### config.mk
export PLATFORM = sky130hd
export DESIGN_NAME = dual_phase_audio_tx
export DESIGN_NICKNAME = d
export VERILOG_FILES = /design/src/rtl/dpa_tx_pkg.sv /design/src/rtl/dpa_tx_edge.sv /design/src/rtl/dpa_tx_hold.sv /design/src/rtl/dpa_tx_framer.sv /design/src/rtl/dual_phase_audio_tx.sv
export SDC_FILE = /design/constraint.sdc
export NUM_CORES = 1
export LEC_CHECK = 0
export BUFFER_PORTS_ARGS = -buffer_cell sky130_fd_sc_hd__buf_2
export CAP_MARGIN = 20
export CORE_ASPECT_RATIO = 1.75
export CORE_MARGIN = 2
export CORE_UTILIZATION = 64
export CTS_CLUSTER_DIAMETER = 50
export DETAILED_ROUTE_END_ITERATION = 16
export PLACE_DENSITY = 0.86
export SLEW_MARGIN = 20
export SYNTH_ARGS = -nofsm -noshare
export SYNTH_HDL_FRONTEND = slang
export SYNTH_SLANG_ARGS = --single-unit
### constraint.sdc
create_clock -name clk -period 12.3 [get_ports clk]
set_input_delay 2.46 -clock clk [delete_from_list [all_inputs] [get_ports clk]]
set_output_delay 2.46 -clock clk [all_outputs]
set_load 0.05 [all_outputs]
### src/rtl/dpa_tx_pkg.sv
package dpa_tx_pkg;
  localparam int WORD_W = 32;

  typedef enum logic [1:0] {ST_IDLE, ST_DELAY, ST_SHIFT} tx_state_e;

  // length code to bit count; spare codes give the widest word
  function automatic logic [5:0] wlen_bits(input logic [2:0] code);
    case (code)
      3'd0:    wlen_bits = 6'd8;
      3'd1:    wlen_bits = 6'd12;
      3'd2:    wlen_bits = 6'd16;
      3'd3:    wlen_bits = 6'd20;
      3'd4:    wlen_bits = 6'd24;
      default: wlen_bits = 6'd32;
    endcase
  endfunction
endpackage

### src/rtl/dpa_tx_edge.sv
module dpa_tx_edge (
  input  logic clk,
  input  logic rst,
  input  logic tx_rst,
  input  logic clk_pol,
  input  logic bclk,
  input  logic fsync,
  output logic shift_en,
  output logic fs_rise
);
  logic bclk_q;
  logic fs_prev;

  always_ff @(posedge clk) begin
    if (rst) bclk_q <= 1'b0;
    else     bclk_q <= bclk;
  end

  // shift edge: falling bclk for clk_pol=1, rising for clk_pol=0
  assign shift_en = clk_pol ? (bclk_q & ~bclk) : (~bclk_q & bclk);

  always_ff @(posedge clk) begin
    if (rst || tx_rst)  fs_prev <= 1'b0;
    else if (shift_en)  fs_prev <= fsync;
  end

  assign fs_rise = shift_en & fsync & ~fs_prev;
endmodule

### src/rtl/dpa_tx_hold.sv
module dpa_tx_hold #(
  parameter int DW = 32
) (
  input  logic          clk,
  input  logic          rst,
  input  logic          tx_rst,
  input  logic [DW-1:0] wr_data,
  input  logic          wr_valid,
  input  logic          take,
  output logic          wr_ready,
  output logic [DW-1:0] word,
  output logic          underrun
);
  logic          full;
  logic [DW-1:0] buf_q;
  logic [DW-1:0] last_q;

  always_ff @(posedge clk) begin
    if (rst) begin
      full   <= 1'b0;
      buf_q  <= '0;
      last_q <= '0;
    end else if (take && full) begin
      full   <= 1'b0;
      last_q <= buf_q;
    end else if (wr_valid && !full) begin
      full   <= 1'b1;
      buf_q  <= wr_data;
    end
  end

  always_ff @(posedge clk) begin
    if (rst || tx_rst)      underrun <= 1'b0;
    else if (take && !full) underrun <= 1'b1;
  end

  assign wr_ready = ~full;
  assign word     = full ? buf_q : last_q;

  assert_accept_R8: assert property (@(posedge clk) disable iff (rst)
    (wr_valid && wr_ready) |=> !wr_ready);
  assert_release_R8: assert property (@(posedge clk) disable iff (rst)
    (take && !wr_ready) |=> wr_ready);
  assert_underrun_R9: assert property (@(posedge clk) disable iff (rst)
    (take && wr_ready && !tx_rst) |=> underrun);
endmodule

### src/rtl/dpa_tx_framer.sv
module dpa_tx_framer
  import dpa_tx_pkg::*;
#(
  parameter int CNT_W = 8
) (
  input  logic              clk,
  input  logic              rst,
  input  logic              tx_rst,
  input  logic              shift_en,
  input  logic              fs_rise,
  input  logic              data_delay,
  input  logic              sync_ignore,
  input  logic              dual_en,
  input  logic [2:0]        wlen_a,
  input  logic [CNT_W-1:0]  wcnt_a,
  input  logic [2:0]        wlen_b,
  input  logic [CNT_W-1:0]  wcnt_b,
  input  logic [WORD_W-1:0] word,
  output logic              take,
  output logic              sdout,
  output logic              sync_err
);
  localparam int BC_W = $clog2(WORD_W);

  tx_state_e         st, nst;
  logic              phase, nphase;
  logic [CNT_W-1:0]  wcnt, nwcnt;
  logic [BC_W-1:0]   bcnt, nbcnt;
  logic [WORD_W-1:0] shreg, nshreg;
  logic              nsd;
  logic              load;
  logic [2:0]        lcode;
  logic [5:0]        nbits;
  logic [WORD_W-1:0] aligned;
  logic              last_word, at_end, mid, restart;

  assign last_word = (wcnt == '0) && (phase || !dual_en);
  assign at_end    = (st == ST_SHIFT) && (bcnt == '0) && last_word;
  assign mid       = (st == ST_DELAY) || ((st == ST_SHIFT) && !at_end);
  assign restart   = shift_en && fs_rise && !(mid && sync_ignore);

  always_comb begin
    nst    = st;
    nphase = phase;
    nwcnt  = wcnt;
    nbcnt  = bcnt;
    nshreg = shreg;
    nsd    = sdout;
    load   = 1'b0;
    lcode  = wlen_a;
    if (restart) begin
      nphase = 1'b0;
      nwcnt  = wcnt_a;
      if (data_delay) begin
        nst = ST_DELAY;
        nsd = 1'b0;
      end else begin
        nst  = ST_SHIFT;
        load = 1'b1;
      end
    end else if (shift_en) begin
      case (st)
        ST_DELAY: begin
          nst  = ST_SHIFT;
          load = 1'b1;
        end
        ST_SHIFT: begin
          if (bcnt != '0) begin
            nsd    = shreg[WORD_W-1];
            nshreg = shreg << 1;
            nbcnt  = bcnt - BC_W'(1);
          end else if (wcnt != '0) begin
            nwcnt = wcnt - CNT_W'(1);
            load  = 1'b1;
            lcode = phase ? wlen_b : wlen_a;
          end else if (!phase && dual_en) begin
            nphase = 1'b1;
            nwcnt  = wcnt_b;
            load   = 1'b1;
            lcode  = wlen_b;
          end else begin
            nst = ST_IDLE;
            nsd = 1'b0;
          end
        end
        default: nsd = 1'b0;
      endcase
    end
    nbits   = wlen_bits(lcode);
    aligned = word << (6'd32 - nbits);
    if (load) begin
      nsd    = aligned[WORD_W-1];
      nshreg = aligned << 1;
      nbcnt  = BC_W'(nbits - 6'd1);
    end
  end

  assign take = load && !tx_rst;

  always_ff @(posedge clk) begin
    if (rst || tx_rst) begin
      st    <= ST_IDLE;
      phase <= 1'b0;
      wcnt  <= '0;
      bcnt  <= '0;
      shreg <= '0;
      sdout <= 1'b0;
    end else begin
      st    <= nst;
      phase <= nphase;
      wcnt  <= nwcnt;
      bcnt  <= nbcnt;
      shreg <= nshreg;
      sdout <= nsd;
    end
  end

  always_ff @(posedge clk) begin
    if (rst || tx_rst)       sync_err <= 1'b0;
    else if (restart && mid) sync_err <= 1'b1;
  end

  assert_idle_quiet_R5: assert property (@(posedge clk) disable iff (rst)
    (st == ST_IDLE) |-> !sdout);
  assert_edge_only_R4: assert property (@(posedge clk) disable iff (rst)
    (!shift_en && !tx_rst) |=> $stable(sdout));
  assert_err_sticky_R6: assert property (@(posedge clk) disable iff (rst)
    (sync_err && !tx_rst) |=> sync_err);
  assert_ignore_R7: assert property (@(posedge clk) disable iff (rst)
    (shift_en && fs_rise && mid && sync_ignore && !tx_rst) |=> $stable(sync_err));
  assert_txrst_R10: assert property (@(posedge clk) disable iff (rst)
    tx_rst |=> (!sync_err && !sdout && st == ST_IDLE));
endmodule

### src/rtl/dual_phase_audio_tx.sv
module dual_phase_audio_tx
  import dpa_tx_pkg::*;
#(
  parameter int CNT_W = 8
) (
  input  logic              clk,
  input  logic              rst,
  input  logic              tx_rst,
  input  logic              clk_pol,
  input  logic              data_delay,
  input  logic              sync_ignore,
  input  logic              dual_en,
  input  logic [2:0]        wlen_a,
  input  logic [CNT_W-1:0]  wcnt_a,
  input  logic [2:0]        wlen_b,
  input  logic [CNT_W-1:0]  wcnt_b,
  input  logic              bclk,
  input  logic              fsync,
  input  logic [WORD_W-1:0] wr_data,
  input  logic              wr_valid,
  output logic              wr_ready,
  output logic              sdout,
  output logic              sync_err,
  output logic              underrun
);
  logic              shift_en, fs_rise, take;
  logic [WORD_W-1:0] word;

  dpa_tx_edge u_edge (
    .clk(clk), .rst(rst), .tx_rst(tx_rst), .clk_pol(clk_pol),
    .bclk(bclk), .fsync(fsync), .shift_en(shift_en), .fs_rise(fs_rise)
  );

  dpa_tx_hold #(.DW(WORD_W)) u_hold (
    .clk(clk), .rst(rst), .tx_rst(tx_rst), .wr_data(wr_data),
    .wr_valid(wr_valid), .take(take), .wr_ready(wr_ready),
    .word(word), .underrun(underrun)
  );

  dpa_tx_framer #(.CNT_W(CNT_W)) u_framer (
    .clk(clk), .rst(rst), .tx_rst(tx_rst), .shift_en(shift_en),
    .fs_rise(fs_rise), .data_delay(data_delay), .sync_ignore(sync_ignore),
    .dual_en(dual_en), .wlen_a(wlen_a), .wcnt_a(wcnt_a), .wlen_b(wlen_b),
    .wcnt_b(wcnt_b), .word(word), .take(take), .sdout(sdout),
    .sync_err(sync_err)
  );
endmodule

## After elaboration in Yosys (flattened, before gate mapping)

Cells that the tools add are included.

| storage, ports and cells | value |
|---|---|
| input port bits | 64 |
| output and inout port bits | 4 |
| register bits after elaboration | 117 |
| word-level logic and storage cells | 135 |

| operators by class | value |
|---|---|
| add/sub/neg operators | 4 |
| shift operators | 1 |
| bitwise operators | 11 |
| equality and inequality tests | 15 |
| muxes and demuxes | 48 |
| reductions and logical operators | 43 |

Operators with widths:

| operator | number |
|---|---|
| 32-bit 2-to-1 mux | 6 |
| 8-bit 2-to-1 mux | 6 |
| 32-bit by 6-bit left shift with 32-bit output | 1 |
| 6-bit case mux with 5 select lines | 1 |
| 5-bit 2-to-1 mux | 5 |
| 3-bit 2-to-1 mux | 7 |
| 5-bit AND reduction | 3 |
| 1-bit 2-to-1 mux | 14 |
| 1-bit logical AND | 13 |
| 2-bit 2-to-1 mux | 6 |
| 3-bit by 2-bit != test with 1-bit output (second input constant) | 4 |
| 5-bit by 3-bit != test with 1-bit output (second input constant) | 2 |
| 2-bit nonzero test | 5 |
| 5-bit by 1-bit subtractor with 5-bit output (second input constant) | 2 |
| 3-bit nonzero test | 3 |
| 8-bit logical NOT | 1 |
| 4-bit AND reduction | 2 |
| 8-bit nonzero test | 1 |
| 8-bit by 1-bit subtractor with 8-bit output (second input constant) | 1 |
| 1-bit inverter | 7 |
| 3-bit by 2-bit equality test with 1-bit output (second input constant) | 2 |
| 1-bit logical NOT | 6 |
| 6-bit subtractor (first input constant) | 1 |
| 5-bit logical NOT | 1 |
| 14 further kinds | 22 |

## Depth between registers and ports, before layout

| logic depth | value |
|---|---|
| depth in word-level cells | 16 |
| mapped depth | 21 |
| gate-level depth less buffers | 16 |

## Cells and area by module

From an unflattened synthesis, not the netlist that was laid out.

| unflattened totals | value |
|---|---|
| cells, all modules | 728 |
| area total of the unflattened synthesis | 6,879.1 µm² |

By module, submodules not included:

| module | instances | cells each | seq. area each (µm²) | area an instance (µm²) |
|---|---|---|---|---|
| dpa_tx_framer | 1 | 423 | 980.9 | 3,641.0 |
| dpa_tx_hold | 1 | 293 | 1,321.3 | 3,138.0 |
| dpa_tx_edge | 1 | 12 | 40.0 | 100.1 |

## Least setup slack after synthesis

No wires, ideal clock.

| timing path | value |
|---|---|
| path kind | input port to flip-flop |
| start | in bclk |
| end | reg u_framer.shreg[3] |
| buffers on the path | 5 |
| data arrival time | 6.108 ns |
| stages on the path | 15 |
| setup time | 0.070 ns |
| slack | 6.123 ns |
| data required time | 12.230 ns |
| path through | and3b_1 -> nor2_1 -> or4b_1 -> o21ai_4 -> mux2i_2 -> buf_6 -> buf_6 -> buf_2 -> ha_1 -> clkbuf_1 -> inv_2 -> buf_1 -> nand2_1 -> or4b_1 -> a21oi_1 |

| on the way | value |
|---|---|
| cells in the longest elaborated chain, start to end | 13 |
| elaborated cells on any way between the ends | 26 |
| those cells by class | 1 x add/sub; 5 x eq/ne; 1 x shift; 7 x mux; 5 x bitwise; 7 x reduce/logical |

RTL lines:

| element | RTL line | RTL |
|---|---|---|
| from (decl) | dual_phase_audio_tx.sv:17 | `input logic bclk,` |
| 1-bit inverter | dpa_tx_edge.sv:20 | `assign shift_en = clk_pol ? (bclk_q & ~bclk) : (~bclk_q & bclk);` |
| 1-bit AND | dpa_tx_edge.sv:20 |  |
| 1-bit 2-to-1 mux (*) | dpa_tx_edge.sv:20 |  |
| 1-bit AND (2 in a row) | dpa_tx_edge.sv:27 | `assign fs_rise = shift_en & fsync & ~fs_prev;` |
| 1-bit logical AND (2 in a row) | dpa_tx_framer.sv:40 | `assign restart = shift_en && fs_rise && !(mid && sync_ignore);` |
| 3-bit 2-to-1 mux | dpa_tx_framer.sv:51 | `if (restart) begin` |
| 3-bit equality test (tied with other cells) | dpa_tx_pkg.sv:8 | `case (code)` |
| 6-bit case mux with 5 select lines | dpa_tx_pkg.sv:8 |  |
| 6-bit subtractor | dpa_tx_framer.sv:90 | `aligned = word << (6'd32 - nbits);` |
| 32-bit by 6-bit left shift with 32-bit output | dpa_tx_framer.sv:90 |  |
| 32-bit 2-to-1 mux | dpa_tx_framer.sv:91 | `if (load) begin` |
| to (signal assigned) | dpa_tx_framer.sv:113 | `shreg <= nshreg;` |
| to (decl) | dpa_tx_framer.sv:29 | `logic [WORD_W-1:0] shreg, nshreg;` |

Every way passes the cells marked *; elsewhere a longest branch is shown, timed or not.
A chain may end at the register's enable or synchronous reset.

## Final worst setup path

| timing path | value |
|---|---|
| start | in bclk |
| end | reg u_framer.shreg[28] |

Same word-level chain as after synthesis.

==> impl_results.md <==
- Worst-Margin Slew: 989.7 ps
- Htree depth: 4
- Worst Skew: 10.58 ps
- Most Crowded Layer GR: met2
- Netlist cell types: 75
- Ant diodes: 0
- Core area: 10180 um^2
- Combinational share of power: 11.9%
- Post-DRT Antenna Nets: 0
- P_int: 788.5 uW
- Initial drt markers: 450
- Layout area overhead: 14.71%
- Status: finished, final reports clean
- FF+latch count, synth: 117
- CTS clock-pin slew for the worst setup and hold paths: 50 ps
- Slowest CP cell: ha_1
- Primary FF master, synth: dfxtp_1
- Ports: 68
- Fin Hold WS: 454.6 ps
- Largest net degree at the start of global routing: 68
- Routability cong.: 0.9775
- Most common cell after layout, fill and taps aside: nand2_1
- Worst slew margin: 33.86%
- Post-synth EDFFs: 0
- Post-CTS Setup Inserts: 0
- Worst-path fanout max: 59
- Crit path top cell by count: nor2_1
- Register area share after synthesis: 35.31%
- Fraction of final layout cells sized beyond drive strength 1: 18.39%
- Final Cycle Share: 55.30%
- Met1 usage: 35.81%
- Layout filler cell count: 778
- Switching power: 257.6 uW
- Net Sw Frac: 24.63%
- Drt via density: 6.638
- P_leak: 2.955 nW
- GRT met3 Usage: 6.836%
- Critical path class: in -> reg
- Final hold violations: 0
- Starting Density: 65.18%
- Wirelength per Cell: 19.92 um
- Max incr delay on CP: 800 ps
- CTS tree: done
- Nets@finish: 900
- Maxcap violations: 0
- Hold_buf cts: 0
- CTS Buf Count: 17
- All-Layer GR Usage: 35.24%
- Num Clock Sinks: 117
- Final Max Slew Viols: 0
- Crit end category: flip-flop
- Vias in the first global route: 6319
- Top Family by Delay on Critical Path: simple AND/OR/NAND/NOR gates
- Resized Gates After CTS: 0
- Post-Syn Instances: 795
- Synth Cell Area: 6634 um^2
- CP required: 12610 ps
- Gr ovfl total: 0
- Min Tclk post-route: 6801 ps
- Fin Setup TNS: 0 ps
- Mapped Nets: 864
- Fmax: 147.0 MHz
- IO buf count: 67
- WP buf/inv: 3
- Clk buf depth: 2
- Die span in x: 80.96 um
- Rows: 49
- Clock Power Share: 50.0%
- Clk_lat worst skew: 410 ps
- First-pass GRT wire length: 30.67 mm
- Asr flop ratio synth: 0%
- Antenna violations before repair: 0
- Commonest non-fill, non-tap cells in the layout: nand2_1 (173), dfxtp_1 (117), a21oi_1 (104)
- Yosys warns: 0
- Final setup vio count: 0
- Total Wirelength: 19.33 mm
- Die height: 138.7 um
- Arrival time at the worst endpoint: 7110 ps
- HP Class: reg -> reg
- Crit path launch type: input pin
- Drt first pass iters: 7
- Met2 usage in global routing: 60.68%
- Vias: 6439
- DR DRC count: 0
- Pwr per Cell Area: 137.5 nW/um^2
- CTS Root Cell: clkbuf_16
- RSZ-0062 raised after global routing: false
- Cells along the critical path: buf_2, and3b_1, nor2_1, or4b_1, o21ai_4, mux2i_4, buf_4, ha_1, inv_2, nand2_1, nor2_1, mux2_4, a211oi_2, nor2_1, o32ai_1
- Post-DP HPWL: 13.66 mm
- Die Area: 11230 um^2
- Worst VDD drop: 129.2 uV
- Seq pwr share: 38.1%
- Syn_area_per_cell: 8.344 um^2
==> stage by stage <==
stage,area (um^2),worst slack (ps),util [%],instances,total power [mW]
final,7610,5499,74.77,970,1.046
after global routing,7610,5135,74.77,970,1.077
after CTS,7589,5472,74.56,969,1.045
after detailed placement,6963,5059,68.42,938,0.5270
after global placement,6955,5212,68.34,938,0.5222
after floorplan,6634,6123,-,795,0.4924
==> layer usage <==
| layer | part of all wire (%) | up-vias |
|---|---|---|
| li1 | - | 2960 |
| met1 | 35 | 3060 |
| met2 | 52 | 316 |
| met3 | 5.5 | 103 |
| met4 | 8.0 | 0 |
| met5 | 0 | - |
==> path summary, 6_finish.rpt <==
kind / startpoint / to / slack, ps / cells after the start
max: bclk / u_framer.shreg[28] / 5500 / 15
min: u_hold.last_q[31] / u_hold.last_q[31] / 450 / 2
max reg2reg: u_framer.wcnt[0] / u_framer.shreg[28] / 6860 / 16
min reg2reg: u_hold.last_q[31] / u_hold.last_q[31] / 450 / 2
==> power by group through the flow <==
stage / Combinational, mW / Sequential, mW / Clock [mW]
final: 0.124 / 0.398 / 0.523
after global routing: 0.135 / 0.399 / 0.543
after CTS: 0.122 / 0.398 / 0.525
after detailed placement: 0.121 / 0.406 / 0
after global placement: 0.117 / 0.405 / 0
after floorplan: 0.0906 / 0.402 / 0
==> synth_stat cells (6+ instances only) <==
cell type | number | area [um^2]
nand2_1 | 173 | 649.4
dfxtp_1 | 117 | 2342
a21oi_1 | 104 | 520.5
mux2i_1 | 52 | 520.5
nor2_1 | 47 | 176.4
clkbuf_1 | 45 | 168.9
o21ai_0 | 23 | 115.1
mux4_2 | 19 | 427.9
nor3_1 | 13 | 65.06
o211ai_1 | 13 | 97.59
mux2_2 | 11 | 123.9
a22oi_1 | 10 | 75.07
inv_1 | 9 | 33.78
o22ai_1 | 9 | 56.30
and3_1 | 7 | 43.79
nand3_1 | 7 | 35.03
a32oi_1 | 6 | 52.55
and2_1 | 6 | 37.54
buf_2 | 6 | 30.03
or3_1 | 6 | 37.54
==> final cells by class <==
class                           count  area (um^2)  area share [%]
Multi-Input combinational cell    609         4035           53.03
Tap cell                          127        158.9           2.088
Clock buffer                       23        478.0           6.281
Sequential cell                   117         2342           30.78
Timing Repair Buffer               76        410.4           5.393
Inverter                           10        37.54          0.4933
Clock inverter                      8        147.6           1.940
==> flip-flops by register name, indices dropped and copies added, names as in the netlist, 2 cells and up <==
name and flops:
u_framer.shreg 31, u_hold.buf_q 32, u_framer.bcnt 5, u_framer.st 2, u_hold.last_q 32, u_framer.wcnt 8
==> worst register-to-register path, delay by kind of cell, from the launching register on <==
kind | cells | cell delay [ps]
buffers and inverters | 3 | 1180
adders and majority gates | 2 | 1130
muxes | 2 | 550
DFF | 1 | 400
and+or+nand+nor | 5 | 1040
AOI/OAI and AO/OA | 4 | 1050
==> kinds of logic (layout without fill, tap and decap cells) <==
| kind of cell | Yosys count | in the layout | share of synthesized area, % |
|---|---|---|---|
| simple gates | 290 | 290 | 19.62 |
| compound gates | 219 | 219 | 20.88 |
| flops | 117 | 117 | 35.31 |
| mux | 87 | 87 | 17.79 |
| buf+inv | 69 | 117 | 4.413 |
| xor+xnor | 8 | 8 | 1.056 |
| fa+ha+maj | 5 | 5 | 0.9430 |
Power figures use the tool's default switching activity.
